[src/rtl/fcmp_pkg.sv]
package fcmp_pkg;
  localparam int unsigned XLEN  = 64;
  localparam int unsigned MAG_W = XLEN - 1;

  localparam int unsigned STS_W   = 16;
  localparam int unsigned STS_C3  = 14;
  localparam int unsigned STS_C2  = 10;
  localparam int unsigned STS_C0  = 8;
  localparam logic [STS_W-1:0] STS_MASK =
    STS_W'((1 << STS_C3) | (1 << STS_C2) | (1 << STS_C0));

  localparam int unsigned FL_CF = 0;
  localparam int unsigned FL_PF = 2;
  localparam int unsigned FL_ZF = 6;

  typedef enum logic [1:0] {
    REL_GT = 2'd0,
    REL_LT = 2'd1,
    REL_EQ = 2'd2,
    REL_UN = 2'd3
  } rel_e;

  typedef struct packed {
    logic             sign;
    logic             nan;
    logic             snan;
    logic             zero;
    logic [MAG_W-1:0] mag;
  } opnd_t;
endpackage

[src/rtl/fcmp_classify.sv]
module fcmp_classify
  import fcmp_pkg::*;
#(
  parameter int unsigned EXP_W  = 8,
  parameter int unsigned FRAC_W = 23,
  localparam int unsigned W     = EXP_W + FRAC_W + 1
) (
  input  logic [W-1:0] val_i,
  output opnd_t        info_o
);
  logic [EXP_W-1:0]  exp_f;
  logic [FRAC_W-1:0] frac_f;

  assign exp_f  = val_i[W-2 -: EXP_W];
  assign frac_f = val_i[FRAC_W-1:0];

  always_comb begin
    info_o.sign = val_i[W-1];
    info_o.nan  = (&exp_f) && (|frac_f);
    // quiet bit is the fraction MSB
    info_o.snan = info_o.nan && !frac_f[FRAC_W-1];
    info_o.zero = ~|val_i[W-2:0];
    info_o.mag  = MAG_W'(val_i[W-2:0]);
  end
endmodule

[src/rtl/fcmp_order.sv]
module fcmp_order
  import fcmp_pkg::*;
(
  input  opnd_t a_i,
  input  opnd_t b_i,
  input  logic  quiet_i,
  output rel_e  rel_o,
  output logic  invalid_o
);
  logic mag_lt, mag_eq;

  assign mag_lt = a_i.mag < b_i.mag;
  assign mag_eq = a_i.mag == b_i.mag;

  always_comb begin
    if (a_i.nan || b_i.nan)          rel_o = REL_UN;
    else if (a_i.zero && b_i.zero)   rel_o = REL_EQ;
    else if (a_i.sign != b_i.sign)   rel_o = a_i.sign ? REL_LT : REL_GT;
    else if (mag_eq)                 rel_o = REL_EQ;
    else if (mag_lt ^ a_i.sign)      rel_o = REL_LT;
    else                             rel_o = REL_GT;
  end

  assign invalid_o = quiet_i ? (a_i.snan || b_i.snan) : (a_i.nan || b_i.nan);
endmodule

[src/rtl/fcmp_merge.sv]
module fcmp_merge
  import fcmp_pkg::*;
#(
  parameter int unsigned FLAG_W = 32
) (
  input  rel_e              rel_i,
  input  logic [STS_W-1:0]  status_i,
  input  logic [FLAG_W-1:0] flags_i,
  output logic [STS_W-1:0]  status_o,
  output logic [FLAG_W-1:0] flags_o
);
  localparam logic [FLAG_W-1:0] FL_MASK =
    FLAG_W'((1 << FL_CF) | (1 << FL_PF) | (1 << FL_ZF));

  logic [STS_W-1:0]  cc;
  logic [FLAG_W-1:0] fl;

  always_comb begin
    cc = '0;
    fl = '0;
    unique case (rel_i)
      REL_LT: begin cc[STS_C0] = 1'b1; fl[FL_CF] = 1'b1; end
      REL_EQ: begin cc[STS_C3] = 1'b1; fl[FL_ZF] = 1'b1; end
      REL_UN: begin
        cc[STS_C3] = 1'b1; cc[STS_C2] = 1'b1; cc[STS_C0] = 1'b1;
        fl[FL_ZF]  = 1'b1; fl[FL_PF]  = 1'b1; fl[FL_CF]  = 1'b1;
      end
      default: ;
    endcase
  end

  assign status_o = (status_i & ~STS_MASK) | cc;
  assign flags_o  = (flags_i & ~FL_MASK) | fl;
endmodule

[src/rtl/fcmp_flags.sv]
module fcmp_flags
  import fcmp_pkg::*;
#(
  parameter int unsigned FLAG_W = 32
) (
  input  logic              clk_i,
  input  logic              rst_ni,
  input  logic              valid_i,
  input  logic              fmt64_i,
  input  logic              quiet_i,
  input  logic [XLEN-1:0]   a_i,
  input  logic [XLEN-1:0]   b_i,
  input  logic [STS_W-1:0]  status_i,
  input  logic [FLAG_W-1:0] flags_i,
  output logic              valid_o,
  output logic [1:0]        rel_o,
  output logic [STS_W-1:0]  status_o,
  output logic [FLAG_W-1:0] flags_o,
  output logic              invalid_o
);
  localparam int unsigned NOPND = 2;

  logic [XLEN-1:0] opnd [NOPND];
  opnd_t           sp_info [NOPND];
  opnd_t           dp_info [NOPND];
  opnd_t           sel_info [NOPND];

  assign opnd[0] = a_i;
  assign opnd[1] = b_i;

  for (genvar g = 0; g < NOPND; g++) begin : g_opnd
    fcmp_classify #(.EXP_W(8), .FRAC_W(23)) i_sp (
      .val_i (opnd[g][31:0]),
      .info_o(sp_info[g])
    );
    fcmp_classify #(.EXP_W(11), .FRAC_W(52)) i_dp (
      .val_i (opnd[g]),
      .info_o(dp_info[g])
    );
    assign sel_info[g] = fmt64_i ? dp_info[g] : sp_info[g];
  end

  rel_e              rel_d;
  logic              inv_d;
  logic [STS_W-1:0]  sts_d;
  logic [FLAG_W-1:0] fl_d;

  fcmp_order i_order (
    .a_i      (sel_info[0]),
    .b_i      (sel_info[1]),
    .quiet_i  (quiet_i),
    .rel_o    (rel_d),
    .invalid_o(inv_d)
  );

  fcmp_merge #(.FLAG_W(FLAG_W)) i_merge (
    .rel_i   (rel_d),
    .status_i(status_i),
    .flags_i (flags_i),
    .status_o(sts_d),
    .flags_o (fl_d)
  );

  always_ff @(posedge clk_i or negedge rst_ni) begin
    if (!rst_ni) begin
      valid_o   <= 1'b0;
      rel_o     <= '0;
      status_o  <= '0;
      flags_o   <= '0;
      invalid_o <= 1'b0;
    end else begin
      valid_o <= valid_i;
      if (valid_i) begin
        rel_o     <= rel_d;
        status_o  <= sts_d;
        flags_o   <= fl_d;
        invalid_o <= inv_d;
      end
    end
  end

  localparam logic [FLAG_W-1:0] FL_KEEP =
    ~FLAG_W'((1 << FL_CF) | (1 << FL_PF) | (1 << FL_ZF));

  assert_hold_R2: assert property (@(posedge clk_i) disable iff (!rst_ni)
    !valid_i |=> ($stable(status_o) && $stable(flags_o) && $stable(rel_o)));

  assert_sts_keep_R4: assert property (@(posedge clk_i) disable iff (!rst_ni)
    valid_i |=> ((status_o & ~STS_MASK) == ($past(status_i) & ~STS_MASK)));

  assert_fl_keep_R6: assert property (@(posedge clk_i) disable iff (!rst_ni)
    valid_i |=> ((flags_o & FL_KEEP) == ($past(flags_i) & FL_KEEP)));

  // status and flags encodings agree bit for bit
  assert_cc_match_R5: assert property (@(posedge clk_i) disable iff (!rst_ni)
    valid_o |-> (flags_o[FL_ZF] == status_o[STS_C3] &&
                 flags_o[FL_PF] == status_o[STS_C2] &&
                 flags_o[FL_CF] == status_o[STS_C0]));

  assert_ordered_cc_R3: assert property (@(posedge clk_i) disable iff (!rst_ni)
    (valid_o && rel_o != REL_UN) |->
      ($countones(status_o & STS_MASK) <= 1 && !status_o[STS_C2]));

  assert_inv_unord_R10: assert property (@(posedge clk_i) disable iff (!rst_ni)
    (valid_o && invalid_o) |-> rel_o == REL_UN);

  assert_quiet_qnan_R11: assert property (@(posedge clk_i) disable iff (!rst_ni)
    (valid_i && quiet_i && !sel_info[0].snan && !sel_info[1].snan) |=> !invalid_o);
endmodule

[config.mk]
export PLATFORM = sky130hd
export DESIGN_NAME = fcmp_flags
export DESIGN_NICKNAME = d
export VERILOG_FILES = /design/src/rtl/fcmp_pkg.sv /design/src/rtl/fcmp_classify.sv /design/src/rtl/fcmp_order.sv /design/src/rtl/fcmp_merge.sv /design/src/rtl/fcmp_flags.sv
export SDC_FILE = /design/constraint.sdc
export NUM_CORES = 1
export LEC_CHECK = 0
export ABC_AREA = 1
export BUFFER_PORTS_ARGS = -buffer_cell sky130_fd_sc_hd__buf_2
export CAP_MARGIN = 10
export CORE_MARGIN = 2
export CORE_UTILIZATION = 52
export CTS_BUF_LIST = sky130_fd_sc_hd__clkbuf_4 sky130_fd_sc_hd__clkbuf_8
export CTS_CLUSTER_DIAMETER = 50
export DETAILED_ROUTE_END_ITERATION = 7
export MAX_ROUTING_LAYER = met4
export PLACE_DENSITY = 0.95
export SYNTH_ARGS = -nofsm -noshare
export SYNTH_HDL_FRONTEND = slang
export SYNTH_SLANG_ARGS = --single-unit
[constraint.sdc]
create_clock -name clk_i -period 1.39 [get_ports clk_i]
set_input_delay 0.2085 -clock clk_i [delete_from_list [all_inputs] [get_ports clk_i]]
set_output_delay 0.2085 -clock clk_i [all_outputs]
set_load 0.05 [all_outputs]
### Yosys cells after proc, flatten, opt, wreduce, memory -nomap -nowiden

Index checks and enable logic that the tools add are counted.

| storage, ports and cells | value |
|---|---|
| logic and storage cells | 59 |
| flip-flop bits (word level) | 52 |
| output and inout bits | 52 |

| cells by class | value |
|---|---|
| bitwise gates (word level) | 3 |
| equality and inequality tests | 5 |
| multiplexer cells | 12 |
| reduce and logical (&&, ||, !) cells | 33 |
| magnitude comparators | 1 |

Operators with widths:

| kind | count |
|---|---|
| $mux 67 | 2 |
| $reduce_or 63->1 | 2 |
| $reduce_or 52->1 | 2 |
| $eq 63x63->1 | 1 |
| $lt 63x63->1 | 1 |
| $reduce_or 31->1 | 2 |
| $reduce_or 23->1 | 2 |
| $or 32x7->32 | 1 |
| $reduce_and 11->1 | 2 |
| $or 16x15->16 | 1 |
| $reduce_and 8->1 | 2 |
| $logic_and 1x1->1 | 9 |
| $logic_not 1->1 | 8 |
| $mux 2 | 4 |
| $mux 1 | 6 |
| $eq 2x2->1 const B | 2 |
| $reduce_or 2->1 | 2 |
| $eq 2x1->1 const B | 1 |
| $logic_or 1x1->1 | 2 |
| $ne 1x1->1 | 1 |
| $xor 1x1->1 | 1 |

### Logic depth before layout (Yosys ltp)

| logic depth | value |
|---|---|
| depth in word-level cells | 15 |
| depth in mapped cells | 20 |

### Modules after synthesis

Synthesis repeated with hierarchy kept, for this count alone.

| unflattened totals | value |
|---|---|
| cells, all modules | 1459 |
| area, all modules | 8518.2 um2 |

By module, submodules not included:

| module | cells each | times used | area each (um2) |
|---|---|---|---|
| fcmp_flags | 649 | 1 | 3636.0 |
| fcmp_order | 313 | 1 | 1819.2 |
| fcmp_classify (g_opnd[0].i_dp ...) | 127 | 2 | 739.5 |
| fcmp_classify (g_opnd[0].i_sp ...) | 97 | 2 | 615.6 |
| fcmp_merge | 49 | 1 | 352.8 |

### Worst setup path before layout

Ideal clock, no wire load.

| path | value |
|---|---|
| kind | input port to flip-flop |
| start | input fmt64_i |
| end | register status_o[8] |
| arrival time | 1.912 ns |
| stages on the path | 17 |
| library setup time | 0.118 ns |
| path buffers | 2 |
| path slack | -0.639 ns |
| cells stage by stage | buf_2 > buf_1 > nand2_1 > ha_1 > nand2_1 > inv_1 > nand2_1 > nor2_1 > nand3b_1 > nor3_1 > nand2_1 > nand2_1 > nand2_1 > nand3_1 > nand2_1 > nand2_1 > nand2_1 |

| between the ends | value |
|---|---|
| word-level cells in the longest chain between the ends | 12 |
| elaborated cells on any way between the ends | 19 |

RTL lines:

| what | RTL line | RTL |
|---|---|---|
| from (decl) | fcmp_flags.sv:9 | `input logic fmt64_i,` |
| $mux 67 | fcmp_flags.sv:40 | `assign sel_info[g] = fmt64_i ? dp_info[g] : sp_info[g];` |
| $lt 63x63->1 | fcmp_order.sv:12 | `assign mag_lt = a_i.mag < b_i.mag;` |
| $xor 1x1->1 | fcmp_order.sv:20 | `else if (mag_lt ^ a_i.sign) rel_o = REL_LT;` |
| $mux 1 | fcmp_order.sv:20 |  |
| $mux 2 | fcmp_order.sv:19 | `else if (mag_eq) rel_o = REL_EQ;` |
| $mux 2 | fcmp_order.sv:18 | `else if (a_i.sign != b_i.sign) rel_o = a_i.sign ? REL_LT : REL_GT;` |
| $mux 2 | fcmp_order.sv:17 | `else if (a_i.zero && b_i.zero) rel_o = REL_EQ;` |
| $mux 2 (*) | fcmp_order.sv:16 | `if (a_i.nan \|\| b_i.nan) rel_o = REL_UN;` |
| $eq 2x1->1 / $eq 2x2->1 (equally long branches) | fcmp_merge.sv:21 | `unique case (rel_i)` |
| $reduce_or 2->1 (no line) (*) | - |  |
| $mux 1 (*) | fcmp_merge.sv:21 |  |
| $or 16x15->16 (*) | fcmp_merge.sv:32 | `assign status_o = (status_i & ~STS_MASK) \| cc;` |
| to (signal assigned) | fcmp_flags.sv:75 | `status_o <= sts_d;` |
| to (decl) | fcmp_flags.sv:17 | `output logic [STS_W-1:0] status_o,` |

Mark *: on every way between the ends. The rest lies on a longest branch, timed or not.
A chain may end at the register's enable or synchronous reset.

### Worst setup path in the final report

Ends and elaborated chain as after synthesis.

==> results.md <==
- Row cnt: 34
- FF-to-FF Start: status_o[14]
- # clock sinks: 48
- Leakage: approximately 4.4 nW
- Grt ovf: 0
- Reg clk slew, reported paths: approximately 90 ps
- Worst skew pair latency: 290 ps
- Drt via density: between 5 and 6
- Synth Area per Inst: 6.07 µm²
- Core area: a little under 9000 µm²
- Crit path launch type: primary input
- Crit Path Max Fanout: 9
- Antenna violations before repair: 0
- RSZ-0062 raised after global routing: true
- Ys flop type: dfrtp_1
- Share of cells above drive strength 1: 0.390
- Endpoints failing hold: 0
- DIE AREA: 9900 µm²
- DPL Wire Length: about 12 mm
- Top-area cell type share of the netlist area: 0.268
- Leading post-synthesis cells by cell area: nand2_1 27%, dfrtp_1 25%, ha_1 17%
- Residual DRC count: 28
- GRT Overall Usage: 0.347
- # setup viols final: 5
- #FFs+latches synth: between 40 and 50
- GP Congestion: roughly 1
- Final period utilization: 1.60
- Tmin final: 2230 ps
- PwrDens: between 600 and 700 nW/µm²
- Worst R2R Setup Slack: around 650 ps
- CTS Root Cell: clkbuf_8
- Top cells by count, synth: 338 x nand2_1, 100 x inv_1, 94 x nor2_1, 63 x ha_1, 48 x dfrtp_1
- Critical Path AT: 2410 ps
- Max Cap Viol: 0
- CP Capture Type: register
- Most numerous cell in the Yosys netlist: nand2_1
- I/O Pins: between 200 and 250
- Port buffer count: ~230
- R2R cell count: 2
- Syn Nets: around 1000
- FILL cells: 499
- Worst slew margin: 0.497
- PnR worst setup slack: -835 ps
- EDFF count, synth: 0
- Library cells used by synthesis: 31
- Initial DRC count: 813
- Hold Crit Class: primary input to register
- F_max: 0.449 GHz
- Initial Utilization: 0.541
- Least-Margin Pin Slew: 753 ps
- Maximum vdd drop: just over 600 µV
- Antenna-violating nets left: 0
- Die Y: 99.5 µm
- Antenna cell count: 0
- Max Root-Sink Buffers: 2
- Final Slew Violations: 0
- Routed len/inst: 18.4 µm
- CTS tree: yes
- First-pass GRT wire length: 27.3 mm
- CTS H-Tree Depth: 2
- Area after DPL: 6570 µm²
- Final nets: 1329
- Cells after Synth: roughly 800
- Dpl ws: -694 ps
- Die W: 99.5 µm
- Final WL: between 20 and 25 mm
- Synth-to-layout area growth: 56.7%
- Leading area contributor after synthesis: nand2_1
- Final instance area: about 7400 µm²
- Vias: slightly below 7000
- Number of synthesis warnings: 0
- CTS buffer count: 5
- Synthesized cell area: approximately 4700 µm²
- Sequential area share after synthesis: 0.253
- Crit path kind: primary input to register
- Outcome: complete, but fails checks
- Largest net degree at the start of global routing: 49
- Initial DRT Pass Iterations: 8
- R2r endpoint: status_o[14]
- Req. time, crit path: ~1600 ps
- Hold_sp: flags_i[1]
- Clk_skew: 0 ps
- Async set-reset flop share out of synthesis: 1.00
- Violated checks: DRC, setup timing
- Worst Setup SP: fmt64_i
- Critical path endpoint: status_o[8]
- Vias in the first global route: between 6000 and 7000
## state kept, by name (all words and copies together) (netlist names)
signal and cells:
valid_o 1, status_o 16, flags_o 29, invalid_o 1, rel_o 1
## critical path, cell delays in order
cell and delay, ps:
clkbuf_16 150, buf_16 150, nand2_1 100, inv_1 60, ha_1 440, nand4_1 240, buf_4 230, nor3_2 200
nand2_1 130, nand2_1 110, nand2_1 90, nand3_2 80, nand2_1 50, nand2_1 90, nand2_1 60
## worst min-delay path by stage
stage                       end  slack, ps  depth (start not counted)
floorplan           flags_o[10]        -90                          0
global placement    flags_o[12]        210                          2
detailed placement  flags_o[12]        210                          2
CTS                  flags_o[8]        100                          3
global route        flags_o[26]        100                          3
finish               flags_o[1]        110                          3
## logic make-up after synthesis
logic type	Yosys count	synth area share
adder cells (fa/ha/maj)	63	0.166
AND/OR/NAND/NOR	502	0.425
flip-flops	48	0.253
AO/OA/AOI/OAI	38	0.0480
buffers and inverters	130	0.108
## routing by layer
layer | track usage | wire length (µm) | vias up
li1 | - | - | 3026
met2 | 0.612 | 9910 | 642
met3 | 0.0555 | 2700 | 234
met5 | - | 0 | -
met1 | 0.384 | 7260 | 3017
met4 | 0.161 | 2150 | 0
## area by class of cell
cell class / instances / area [µm²] / share of cell area
clock buffer: 6 / 82.6 / 0.0111
clock inverter: 2 / 38.8 / 0.00522
inverter: 110 / 418 / 0.0562
multi-input combinational: 603 / 3510 / 0.472
sequential: 48 / 1200 / 0.162
tap: 108 / 135 / 0.0182
timing repair buffer: 317 / 2050 / 0.275
## power by group
group / total [mW] / internal [mW] / switching [mW]
Sequential: 1.60 / 1.52 / 0.0750
Clock: 1.05 / 0.589 / 0.465
Combinational: 2.55 / 0.914 / 1.63
Total: 5.20 / 3.02 / 2.17
## per-stage QoR
stage / utilization / total power, mW / cells / hold slack, ps / TNS [ps]
3_5_place_dp: 0.749 / 3.64 / 1174 / 209 / -2630
6_report: 0.848 / 5.20 / 1194 / 109 / -2420
3_3_place_gp: 0.749 / 3.58 / 1174 / 208 / -2370
4_1_cts: 0.794 / 4.78 / 1189 / 103 / -820
5_1_grt: 0.848 / 5.44 / 1194 / 99.9 / -2570
2_1_floorplan: - / 2.84 / 781 / -87.1 / -1290
## timing repair
item,CTS,global route
endpoints found under the setup margin,3,5
hold endpoints to repair,48,0
pin swaps,14,34
setup buffers,1,2
gates resized for setup,30,83
cloned,5,3
hold buffers,1,0
## layout by cell type, fill, tap and decap left out, drive strengths merged
cell and n:
a21boi 1, a21o 4, a21oi 23, and3 1, buf 313, bufinv 1, clkbuf 9, clkinv 1
dfrtp 48, dlygate4sd3 1, ha 63, inv 110, nand2 338, nand3 33, nand3b 1, nand4 12
nor2 96, nor3 14, nor4 5, o211ai 1, o21a 1, o21ai 8, or2 2
(Power assumes the default switching activity.)
